**src/rtl/alu_pkg.sv**
```systemverilog
// Package: shared opcode and control types for the execute ALU.
// Assumes the 4-bit opcode order is fixed; the decode below depends on it.
package alu_pkg;

    typedef enum logic [3:0] {
        OP_AND = 4'd0,  OP_EOR = 4'd1,  OP_SUB = 4'd2,  OP_RSB = 4'd3,
        OP_ADD = 4'd4,  OP_ADC = 4'd5,  OP_SBC = 4'd6,  OP_RSC = 4'd7,
        OP_TST = 4'd8,  OP_TEQ = 4'd9,  OP_CMP = 4'd10, OP_CMN = 4'd11,
        OP_ORR = 4'd12, OP_MOV = 4'd13, OP_BIC = 4'd14, OP_MVN = 4'd15
    } alu_op_e;

    typedef enum logic [1:0] {
        LFN_AND  = 2'd0,
        LFN_XOR  = 2'd1,
        LFN_OR   = 2'd2,
        LFN_PASS = 2'd3
    } logic_fn_e;

    typedef enum logic [1:0] {
        CIN_ZERO = 2'd0,
        CIN_ONE  = 2'd1,
        CIN_FLAG = 2'd2
    } cin_src_e;

    typedef struct packed {
        logic      swap;      // exchange operands before use
        logic      inv_b;     // complement the second adder/logic input
        logic      arith;     // route through adder rather than logic unit
        logic      no_write;  // flag-only operation
        cin_src_e  cin_src;   // adder carry-in source
        logic_fn_e lfn;       // logic-unit function
    } alu_ctrl_t;

    // Map an opcode onto front-end, adder and logic-unit controls.
    function automatic alu_ctrl_t alu_decode(input logic [3:0] op);
        alu_ctrl_t c;
        c = '0;
        case (alu_op_e'(op))
            OP_AND: c.lfn = LFN_AND;
            OP_EOR: c.lfn = LFN_XOR;
            OP_TST: begin c.lfn = LFN_AND; c.no_write = 1'b1; end
            OP_TEQ: begin c.lfn = LFN_XOR; c.no_write = 1'b1; end
            OP_ORR: c.lfn = LFN_OR;
            OP_MOV: c.lfn = LFN_PASS;
            OP_BIC: begin c.lfn = LFN_AND; c.inv_b = 1'b1; end
            OP_MVN: begin c.lfn = LFN_PASS; c.inv_b = 1'b1; end
            OP_ADD: c.arith = 1'b1;
            OP_CMN: begin c.arith = 1'b1; c.no_write = 1'b1; end
            OP_ADC: begin c.arith = 1'b1; c.cin_src = CIN_FLAG; end
            OP_SUB: begin c.arith = 1'b1; c.inv_b = 1'b1; c.cin_src = CIN_ONE; end
            OP_CMP: begin
                c.arith = 1'b1; c.inv_b = 1'b1; c.cin_src = CIN_ONE; c.no_write = 1'b1;
            end
            OP_SBC: begin c.arith = 1'b1; c.inv_b = 1'b1; c.cin_src = CIN_FLAG; end
            OP_RSB: begin
                c.arith = 1'b1; c.swap = 1'b1; c.inv_b = 1'b1; c.cin_src = CIN_ONE;
            end
            OP_RSC: begin
                c.arith = 1'b1; c.swap = 1'b1; c.inv_b = 1'b1; c.cin_src = CIN_FLAG;
            end
            default: c = '0;
        endcase
        return c;
    endfunction

endpackage

```
**src/rtl/alu_front.sv**
```systemverilog
// Module: operand swap/invert front end.
// Optionally exchanges the two operands, then optionally complements the
// operand that lands on the second input. Purely combinational.
module alu_front #(
    parameter int W = 32
) (
    input  logic         swap,
    input  logic         inv_b,
    input  logic [W-1:0] opa,
    input  logic [W-1:0] opb,
    output logic [W-1:0] x,
    output logic [W-1:0] y
);

    logic [W-1:0] y_raw;

    // Select operand order, then apply the complement to the second input.
    always_comb begin
        x     = swap ? opb : opa;
        y_raw = swap ? opa : opb;
        y     = inv_b ? ~y_raw : y_raw;
    end

endmodule

```
**src/rtl/alu_wide_add.sv**
```systemverilog
// Module: double-width adder used in its upper half only.
// The operands occupy the upper W bits; the lower half is zero except for
// its top bit, which both inputs set to the carry-in so the carry enters
// bit W with no separate carry path. Assumes W >= 2.
module alu_wide_add #(
    parameter int W = 32
) (
    input  logic [W-1:0] x,
    input  logic [W-1:0] y,
    input  logic         cin,
    output logic [W-1:0] sum,
    output logic         cout,
    output logic         ovf
);

    localparam int AW = 2 * W;

    logic [AW-1:0] ax;
    logic [AW-1:0] ay;
    logic [AW:0]   full;
    logic [W-1:0]  lo_unused;

    // Place operands high and the carry-injection bit at the top of the low half.
    always_comb begin
        ax        = {x, cin, {(W-1){1'b0}}};
        ay        = {y, cin, {(W-1){1'b0}}};
        full      = {1'b0, ax} + {1'b0, ay};
        sum       = full[AW-1:W];
        cout      = full[AW];
        lo_unused = full[W-1:0];
        ovf       = (x[W-1] == y[W-1]) && (sum[W-1] != x[W-1]);
    end

endmodule

```
**src/rtl/alu_logic.sv**
```systemverilog
// Module: bitwise logic unit: AND, XOR, OR or pass of the second input.
// Any complement has already been applied by the front end.
module alu_logic #(
    parameter int W = 32
) (
    input  alu_pkg::logic_fn_e fn,
    input  logic [W-1:0]       x,
    input  logic [W-1:0]       y,
    output logic [W-1:0]       out
);

    // Pick the bitwise function requested by the decode.
    always_comb begin
        case (fn)
            alu_pkg::LFN_AND:  out = x & y;
            alu_pkg::LFN_XOR:  out = x ^ y;
            alu_pkg::LFN_OR:   out = x | y;
            default:           out = y;
        endcase
    end

endmodule

```
**src/rtl/alu_flag_gen.sv**
```systemverilog
// Module: condition flag generation.
// N and Z come from the selected value; C and V come from the adder for
// arithmetic and from the shifter carry / old overflow for logic.
module alu_flag_gen #(
    parameter int W = 32
) (
    input  logic [W-1:0] value,
    input  logic         arith,
    input  logic         add_cout,
    input  logic         add_ovf,
    input  logic         shf_c,
    input  logic         v_old,
    output logic         n,
    output logic         z,
    output logic         c,
    output logic         v
);

    // Derive the four flags from the chosen path.
    always_comb begin
        n = value[W-1];
        z = ~|value;
        c = arith ? add_cout : shf_c;
        v = arith ? add_ovf  : v_old;
    end

endmodule

```
**src/rtl/exu_alu.sv**
```systemverilog
// Module: execute-stage ALU top.
// Decodes the opcode, runs the front end, logic unit and wide adder in
// parallel, and registers result, write enable and flags one cycle later.
// Assumes inputs are stable at the sampling edge; reset is synchronous,
// active low, and clears the valid and write-enable outputs.
module exu_alu #(
    parameter int W = 32
) (
    input  logic         clk,
    input  logic         rst_n,
    input  logic         in_valid,
    input  logic [3:0]   op_sel,
    input  logic [W-1:0] src_a,
    input  logic [W-1:0] src_b,
    input  logic         shf_carry,
    input  logic         c_in,
    input  logic         v_in,
    output logic         out_valid,
    output logic [W-1:0] result,
    output logic         res_we,
    output logic         flag_n,
    output logic         flag_z,
    output logic         flag_c,
    output logic         flag_v
);

    alu_pkg::alu_ctrl_t ctl;
    logic [W-1:0] fx, fy, lg_out, add_sum, value;
    logic         add_cin, add_cout, add_ovf;
    logic         nf, zf, cf, vf;

    // Decode the opcode and choose the adder carry-in.
    always_comb begin
        ctl = alu_pkg::alu_decode(op_sel);
        case (ctl.cin_src)
            alu_pkg::CIN_ONE:  add_cin = 1'b1;
            alu_pkg::CIN_FLAG: add_cin = c_in;
            default:           add_cin = 1'b0;
        endcase
    end

    alu_front #(.W(W)) u_front (
        .swap  (ctl.swap),
        .inv_b (ctl.inv_b),
        .opa   (src_a),
        .opb   (src_b),
        .x     (fx),
        .y     (fy)
    );

    alu_logic #(.W(W)) u_logic (
        .fn  (ctl.lfn),
        .x   (fx),
        .y   (fy),
        .out (lg_out)
    );

    alu_wide_add #(.W(W)) u_add (
        .x    (fx),
        .y    (fy),
        .cin  (add_cin),
        .sum  (add_sum),
        .cout (add_cout),
        .ovf  (add_ovf)
    );

    // Select the adder or logic-unit value.
    always_comb begin
        value = ctl.arith ? add_sum : lg_out;
    end

    alu_flag_gen #(.W(W)) u_flags (
        .value    (value),
        .arith    (ctl.arith),
        .add_cout (add_cout),
        .add_ovf  (add_ovf),
        .shf_c    (shf_carry),
        .v_old    (v_in),
        .n        (nf),
        .z        (zf),
        .c        (cf),
        .v        (vf)
    );

    // Output register stage with synchronous active-low reset.
    always_ff @(posedge clk) begin
        if (!rst_n) begin
            out_valid <= 1'b0;
            res_we    <= 1'b0;
            result    <= '0;
            flag_n    <= 1'b0;
            flag_z    <= 1'b0;
            flag_c    <= 1'b0;
            flag_v    <= 1'b0;
        end else begin
            out_valid <= in_valid;
            res_we    <= in_valid & ~ctl.no_write;
            if (in_valid) begin
                result <= value;
                flag_n <= nf;
                flag_z <= zf;
                flag_c <= cf;
                flag_v <= vf;
            end
        end
    end

endmodule

```
**config.mk**
```make
export PLATFORM = sky130hd
export DESIGN_NAME = exu_alu
export DESIGN_NICKNAME = d
export VERILOG_FILES = /design/src/rtl/alu_pkg.sv /design/src/rtl/alu_front.sv /design/src/rtl/alu_wide_add.sv /design/src/rtl/alu_logic.sv /design/src/rtl/alu_flag_gen.sv /design/src/rtl/exu_alu.sv
export SDC_FILE = /design/constraint.sdc
export NUM_CORES = 1
export LEC_CHECK = 0
export ABC_AREA = 1
export BUFFER_PORTS_ARGS = -buffer_cell sky130_fd_sc_hd__buf_4
export CORE_MARGIN = 1.5
export CORE_UTILIZATION = 30
export CTS_CLUSTER_SIZE = 14
export DETAILED_ROUTE_END_ITERATION = 7
export PLACE_DENSITY_LB_ADDON = 0.12
export SLEW_MARGIN = 20
export SYNTH_ARGS = -nofsm -noshare
export SYNTH_HDL_FRONTEND = slang
export SYNTH_SLANG_ARGS = --single-unit
```
**constraint.sdc**
```tcl
create_clock -name clk -period 4.7 [get_ports clk]
set_input_delay 0.94 -clock clk [delete_from_list [all_inputs] [get_ports clk]]
set_output_delay 0.94 -clock clk [all_outputs]
set_load 0.05 [all_outputs]
```
==> impl_metrics.toml, run 1 <==
[run_status]
status = "complete, no violations"

[floorplan]
die_area_mm2 = 0.0250
die_h_um = 158
ios = 112
fp.dieW_um = 158
rows = 56
initial_core_util_pct = 30.6
core_area_mm2 = 0.0235

[critical_path]
endpoint_kind = "flip-flop"
critical_path_peak_fanout = 14
critical_path_arrival_ns = 4.21
start_kind = "input pin"
required_ns = 4.91
worst-setup-path-type = "input pin to flip-flop"

[placed_design]
placed_area_mm2 = 0.00829
gp_congestion = 0.916
hpwlAfterDp_um = 21400
portBuffers = 111

[layout]
nFillCells = 2755
syn_to_final_growth_pct = 17.4
n_antenna_cell = 0
nets = 1570
final_area_mm2 = 0.00846
drive_above_1_share_pct = 12.0

[timing]
hold_viol_final = 0
drv_slew = 0
finalClockSkew_ns = 0
rsz0062_at_grt = "false"
worst_pin_slew_ns = 0.779
timing.final.crit_share_pct = 85.1
setup_viol = 0
post-route-min-period_ns = 4.00
max_freq_mhz = 250
setup_tns_ns = 0
relSlewSlack_pct = 47.5

[hold_path]
hold_path_class = "flip-flop to flip-flop"

[synthesis]
synth-simple-area-share_pct = 40.5
async_flop_share_pct = 0
ys_types = 43
synthXorXnorAreaFrac_pct = 4.51
synth_top_area_share_pct = 22.9
synth_top_family_by_area = "simple AND/OR/NAND/NOR gates"
syn-cell-area_mm2 = 0.00721
synth-seq-cells = 37
yosys.area_share.adder_pct = 11.7
yosysTopAreaCell = "nand2_1"
syn-instance-count = 1347
syn_nets = 1488
avgSynthCellArea_um2 = 5.35
synth_enable_flop_cells = 0
ys_seq_area_share_pct = 10.3
synthFlopType = "dfxtp_1"
synthMuxAreaShare_pct = 0
synthTopCellsByArea = "nand2_1, inv_1, ha_1"
synth_warnings = 0
synth_compound_area_share_pct = 15.4

[clock_tree]
cts.path.max_buffers = 2
htree_levels = 2
cts.sinks = 37
ctsRootBufferMaster = "clkbuf_16"
hold_buffers = 0
cts_made_buffers = 5
cts.clk_slew.worst_paths_ns = 0.06
clk_latency_ns = 0.28
cts_tree = "done"
post_cts_buffers = 0
cts_resized = 0

[detailed_routing]
via_per_inst = 4.62
wl_um = 26000
dr_total_vias = 8080
drc = 0
wire_per_inst_um = 14.8
drt_iter0_drc = 600
first_pass_iters = 5
ant_nets = 0

[grt]
grt_usage_pct = 21.2
grt_pass1_wl_um = 40700
antenna_found_initial = 0
grt_pass1_vias = 7285
gr-total-overflow = 0
grt_max_degree = 90

[power]
vdd_drop_max_uv = 195
leakagePower_uw = 0.00501
power_density_mw_per_mm2 = 262

[run]
cap_violations = 0
-- cells in the mapped netlist (12+ instances only) --
cell,number
o21ai_0,68
dfxtp_1,37
inv_1,258
nand2_1,439
o21ai_1,15
clkbuf_1,19
xor2_1,12
nor2_1,146
nand3_1,94
ha_1,66
o211ai_1,19
a21oi_1,48
xor2_2,13
-- area by class of cell --
| type | instances | area, um^2 | area share, % |
|---|---|---|---|
| repair buffers | 122 | 941 | 11.1 |
| multi-input cells | 996 | 5200 | 61.5 |
| flip-flops and latches | 37 | 741 | 8.75 |
| clock inverters | 3 | 46.3 | 0.547 |
| well taps | 319 | 399 | 4.72 |
| inverters | 267 | 1010 | 11.9 |
| clock buffers | 5 | 125 | 1.48 |
-- metrics by stage --
stage                     power [uW]  std cells  worst slack, ns  hold slack (ns)  util, %
final                           2220       1749            0.702            0.467     35.9
after global routing            2420       1749            0.283            0.492     35.9
after CTS                       2220       1749            0.713            0.468     35.9
after detailed placement        1830       1741            0.420            0.458     35.2
after global placement          1830       1741            0.451            0.463     35.2
after floorplan                 1390       1347            0.916            0.685        -
-- worst max-delay path, stage by stage --
cell and delay (ns):
buf_4 0.20, inv_2 0.07, nand2_4 0.10, inv_1 0.05
o21ai_0 0.37, inv_1 0.09, ha_1 0.20, inv_1 0.04
nand2_1 0.08, nand2_1 0.09, inv_1 0.05, fa_1 0.41
nand3_1 0.09, nand3_1 0.15, nand2_1 0.12, nand2_1 0.09
nand2_1 0.09, nand2_1 0.08, nand3b_1 0.16, nand3_1 0.09
nand3_1 0.08, nand2_1 0.09, inv_1 0.09, nand2_1 0.06
nor2_1 0.10, nand3_1 0.08, a21oi_1 0.12
-- metal layers --
| layer | vias up | part of all wire, % | GRT usage [%] | wire length (um) |
|---|---|---|---|---|
| met4 | 0 | 0.87 | 3.20 | 227 |
| met1 | 3536 | 55 | 34.4 | 14300 |
| met2 | 218 | 38 | 29.4 | 9810 |
| met5 | - | 0 | 0 | 0 |
| li1 | 4313 | - | - | - |
| met3 | 13 | 6.4 | 2.33 | 1660 |
-- kinds of logic (layout without fill, tap and decap cells) --
kind of cell	after synthesis	count (layout)
and+or+nand+nor	713	713
DFF	37	37
buffers and inverters	314	397
AOI/OAI and AO/OA	190	190
adders and majority gates	67	67
xor gates and xnor gates	26	26
-- report_power, final --
| group | switching (uW) | internal [uW] | total [uW] |
|---|---|---|---|
| combinational | 1000 | 468 | 1470 |
| clock | 132 | 251 | 383 |
| sequential | 18.1 | 347 | 365 |
| total | 1150 | 1070 | 2220 |
-- layout by cell type, fill, tap and decap left out, types with 2 or more instances in the layout --
master,instances
a21oi_1,48
a31oi_1,6
buf_12,2
buf_4,120
clkbuf_16,5
dfxtp_1,37
ha_1,66
inv_1,258
inv_2,7
nand2_1,439
nand2_2,4
nand3_1,94
nand3b_1,8
nand4_1,5
nor2_1,145
nor2_4,2
nor3_1,6
nor4_1,4
o211ai_1,19
o21ai_0,68
o21ai_1,15
o21ai_2,8
o21bai_1,4
o221ai_1,11
o22ai_1,7
or2_2,2
xor2_1,12
xor2_2,13
-- registers in the layout, indices dropped and copies added, names as in the netlist --
register,flops
flag_c,1
flag_v,1
flag_z,1
out_valid,1
res_we,1
result,32
-- worst paths after layout --
check,from,end,slack [ns],cells past startpoint
hold / removal,flag_c,flag_c,0.47,2
setup reg to reg,result[27],result[27],4.00,4
setup / recovery,op_sel[0],flag_z,0.70,27
hold reg to reg,flag_c,flag_c,0.47,2
No activity file was read; power rests on OpenSTA's default activity.
==> run 2: changes to the inputs <==
Settings changed: CORE_UTILIZATION 30 to 60.
==> impl_metrics.toml, run 2 (synthesis results as in run 1) <==
[power]
leakagePower_uw = 0.00498
pwr-share-clk_pct = 14.8
p_sw_share_pct = 52.8
power_density_mw_per_mm2 = 261
vdd_drop_max_uv = 133
p_switching_uw = 1130
comb_power_share_pct = 68.1
internal_power_uw = 1010
p_seq_share_pct = 17.1

[placed_design]
placed_cells = 1561
hpwlAfterDp_um = 18900
gp_congestion = 1.06
portBuffers = 111

[run]
cap_violations = 0

[timing]
worst_pin_slew_ns = 0.827
rsz0062_at_grt = "false"
setup_tns_ns = 0
relSlewSlack_pct = 44.3
hold_viol_final = 0
finalClockSkew_ns = 0
post-route-min-period_ns = 4.01
setup_viol = 0
timing.final.crit_share_pct = 85.3
max_freq_mhz = 250
drv_slew = 0

[floorplan]
core_area_mm2 = 0.0116
rows = 39
initial_core_util_pct = 62.3
die_h_um = 113
die_area_mm2 = 0.0127
ios = 112
fp.dieW_um = 113

[grt]
grt_pass1_vias = 7571
grt_usage_pct = 36.9
grt_max_degree = 90
gr-total-overflow = 0
antenna_found_initial = 0
grt_pass1_wl_um = 37400

[detailed_routing]
wl_um = 23200
drt_iter0_drc = 1020
first_pass_iters = 8
ant_nets = 0
dr_total_vias = 8601
drc = 1
wire_per_inst_um = 14.8
via_per_inst = 5.48

[run_status]
violations = "DRC"
status = "finished, violations left"

[clock_tree]
cts_resized = 0
cts.clk_slew.worst_paths_ns = 0.05
cts.path.max_buffers = 2
ctsRootBufferMaster = "clkbuf_16"
htree_levels = 2
clk_latency_ns = 0.28
cts.sinks = 37
post_cts_buffers = 0
cts_made_buffers = 5
hold_buffers = 0
cts_tree = "done"

[layout]
syn_to_final_growth_pct = 13.4
largest_register_ffs = 32
final_cell_mix = "nand2_1, inv_1, nor2_1, buf_4, nand3_1"
drive_above_1_share_pct = 11.6
nFillCells = 1097
regMostFlops = "result"
final_common_cell = "nand2_1"
nets = 1566
stdcell_count = 1569
n_antenna_cell = 0

[hold_path]
hold_path_class = "flip-flop to flip-flop"

[critical_path]
start_kind = "input pin"
critical_path_peak_fanout = 14
required_ns = 4.90
critical_path_arrival_ns = 4.21
worst-setup-path-type = "input pin to flip-flop"
endpoint_kind = "flip-flop"
==> run 2: through the flow <==
stage,instance area [um^2],power [uW],setup WS [ns],util [%],hold WS [ns]
floorplan,7210,1390,0.916,-,0.685
global placement,8040,1760,0.550,69.5,0.457
detailed placement,8040,1780,0.484,69.5,0.465
CTS,8180,2090,0.756,70.7,0.480
global route,8180,2300,0.319,70.7,0.498
finish,8180,2130,0.693,70.7,0.479
==> run 2: metal layers <==
metal  part of all wire, %  GRT usage, %  up-vias
met5                     0             0        -
met4                   2.1          10.5        0
met3                    12          5.78       38
met2                    40          54.9      498
met1                    46          54.8     3753
li1                      -             -     4312
==> run 2: layout make-up <==
class | count | area (um^2) | share of cell area [%]
clock buffers | 6 | 129 | 1.58
clock inverters | 2 | 10.0 | 0.122
inverters | 267 | 1010 | 12.3
multi-input cells | 996 | 5200 | 63.6
flip-flops and latches | 37 | 741 | 9.06
well taps | 143 | 179 | 2.19
repair buffers | 118 | 911 | 11.1
==> run 2: power groups by stage <==
stage / clock (uW) / sequential [uW] / combinational (uW)
3_5_place_dp: 0 / 370 / 1400
4_1_cts: 315 / 364 / 1410
6_report: 316 / 365 / 1450
3_3_place_gp: 0 / 369 / 1390
2_1_floorplan: 0 / 483 / 905
5_1_grt: 330 / 367 / 1600
==> run 2: worst paths after layout <==
kind,end,cells past startpoint,from,slack [ns]
setup / recovery,flag_z,27,op_sel[0],0.69
hold / removal,result[31],2,result[31],0.48
setup reg to reg,flag_v,2,flag_v,3.95
hold reg to reg,result[31],2,result[31],0.48
==> run 2: worst max-delay path, cell delays in order <==
cell     delay (ns)
buf_4          0.20
inv_2          0.07
nand2_4        0.10
inv_1          0.04
o21ai_0        0.37
inv_1          0.09
ha_1           0.20
inv_1          0.05
nand2_1        0.07
nand2_1        0.09
inv_1          0.05
fa_1           0.42
nand3_1        0.10
nand3_1        0.14
nand2_1        0.11
nand2_1        0.10
nand2_1        0.07
nand2_1        0.11
nand3_1        0.12
nand2_1        0.06
nand2_1        0.05
nand3_1        0.06
nand2_1        0.15
nand3_1        0.09
nor2_1         0.13
nand3_1        0.08
a21oi_1        0.14
==> run 3: changes to the inputs <==
Settings changed: CAP_MARGIN from default to 25, CORE_MARGIN 1.5 to 2, CTS_CLUSTER_DIAMETER from default to 150.
==> impl_metrics.toml, run 3 (synthesis results as in run 1) <==
[critical_path]
required_ns = 4.91
start_kind = "input pin"
critical_path_arrival_ns = 4.28
endpoint_kind = "flip-flop"
reg2reg_depth = 4
critical_path_peak_fanout = 40
worst-setup-path-type = "input pin to flip-flop"

[floorplan]
fp.dieW_um = 114
core_area_mm2 = 0.0119
die_area_mm2 = 0.0129
rows = 40
ios = 112
die_h_um = 114
initial_core_util_pct = 60.8

[placed_design]
placed_cells = 1563
portBuffers = 111
dpl_worst_slack_ns = 0.474
gp_congestion = 1.02
hpwlAfterDp_um = 17900

[power]
internal_power_uw = 1010
total_power_uw = 2120
p_sw_share_pct = 52.1
power_density_mw_per_mm2 = 260
p_seq_share_pct = 17.2
p_switching_uw = 1100
leakagePower_uw = 0.00497
comb_power_share_pct = 67.5
vdd_drop_max_uv = 137
pwr-share-clk_pct = 15.2

[clock_tree]
cts.clk_slew.worst_paths_ns = 0.05
cts_tree = "done"
clk_latency_ns = 0.28
cts.path.max_buffers = 2
post_cts_buffers = 0
htree_levels = 2
cts_made_buffers = 5
ctsRootBufferMaster = "clkbuf_16"
cts.sinks = 37
hold_buffers = 0
cts_resized = 0

[timing]
post-route-min-period_ns = 4.07
relSlewSlack_pct = 43.8
rsz0062_at_grt = "false"
hold_viol_final = 0
timing.final.crit_share_pct = 86.6
setup_viol = 0
worst_pin_slew_ns = 0.834
finalClockSkew_ns = 0
max_freq_mhz = 246
setup_tns_ns = 0
drv_slew = 0
fin_ws_ns = 0.630

[layout]
nets = 1564
multi_input_area_mm2 = 0.00520
final_cell_mix = "nand2_1, inv_1, nor2_1, buf_4, nand3_1"
largest_register_ffs = 32
seq_area_um2 = 741
n_antenna_cell = 0
drive_above_1_share_pct = 11.5
stdcell_count = 1570
final_common_cell = "nand2_1"
nFillCells = 1179
regMostFlops = "result"
syn_to_final_growth_pct = 13.2

[grt]
grt_pass1_wl_um = 35600
antenna_found_initial = 0
grt_pass1_vias = 7255
gr-total-overflow = 0
grt_max_degree = 90
grt_usage_pct = 34.2

[detailed_routing]
drc = 0
ant_nets = 0
wire_per_inst_um = 14.1
first_pass_iters = 8
wl_um = 22200
via_per_inst = 5.45
drt_iter0_drc = 1053
dr_total_vias = 8551

[hold_path]
min_path_cells = 2
hold_path_class = "flip-flop to flip-flop"

[run]
cap_violations = 0

[run_status]
status = "complete, no violations"
==> run 3: final cells by class <==
cell class	count	share of cell area, %
clock buffer	7	1.75
inverter	267	12.3
multi-input combinational	996	63.7
sequential	37	9.08
tap	147	2.25
timing repair buffer	116	10.8
==> run 3: stage by stage <==
stage	cell area (um^2)	utilization [%]	hold WS, ns
after floorplan	7210	-	0.685
after global placement	8010	67.6	0.462
after detailed placement	8010	67.6	0.471
after CTS	8160	68.8	0.482
after global routing	8160	68.8	0.505
final	8160	68.8	0.480
==> run 3: critical path, stage by stage <==
cell	delay [ns]
buf_4	0.19
nand3_4	0.11
inv_2	0.07
buf_4	0.36
nand2_1	0.10
nand2_1	0.09
xor2_1	0.24
ha_1	0.36
a21oi_1	0.40
nand2_1	0.17
a21oi_1	0.19
nand2_1	0.14
nand2_1	0.09
nand3_1	0.06
nand2_1	0.12
nand2_1	0.07
nor3_1	0.19
nand2_1	0.07
nor2_1	0.09
nand3_1	0.08
a21oi_1	0.13
==> run 3: worst paths after layout <==
path	to	from	slack, ns
hold / removal	flag_c	flag_c	0.48
setup reg to reg	result[27]	result[27]	3.93
setup / recovery	flag_z	op_sel[0]	0.63
hold reg to reg	flag_c	flag_c	0.48
==> run 3: per-layer routing <==
layer	vias up	global-route usage, %	share of wire [%]
li1	4311	-	-
met1	3734	52.8	47
met2	478	49.9	40
met3	28	3.77	11
met4	0	9.19	1.7
met5	-	0	0
==> run 3: power by group through the flow <==
stage | registers (uW) | clock network [uW] | logic, uW
4_1_cts | 365 | 325 | 1390
5_1_grt | 368 | 339 | 1580
3_3_place_gp | 370 | 0 | 1370
2_1_floorplan | 483 | 0 | 905
3_5_place_dp | 371 | 0 | 1390
6_report | 365 | 323 | 1430
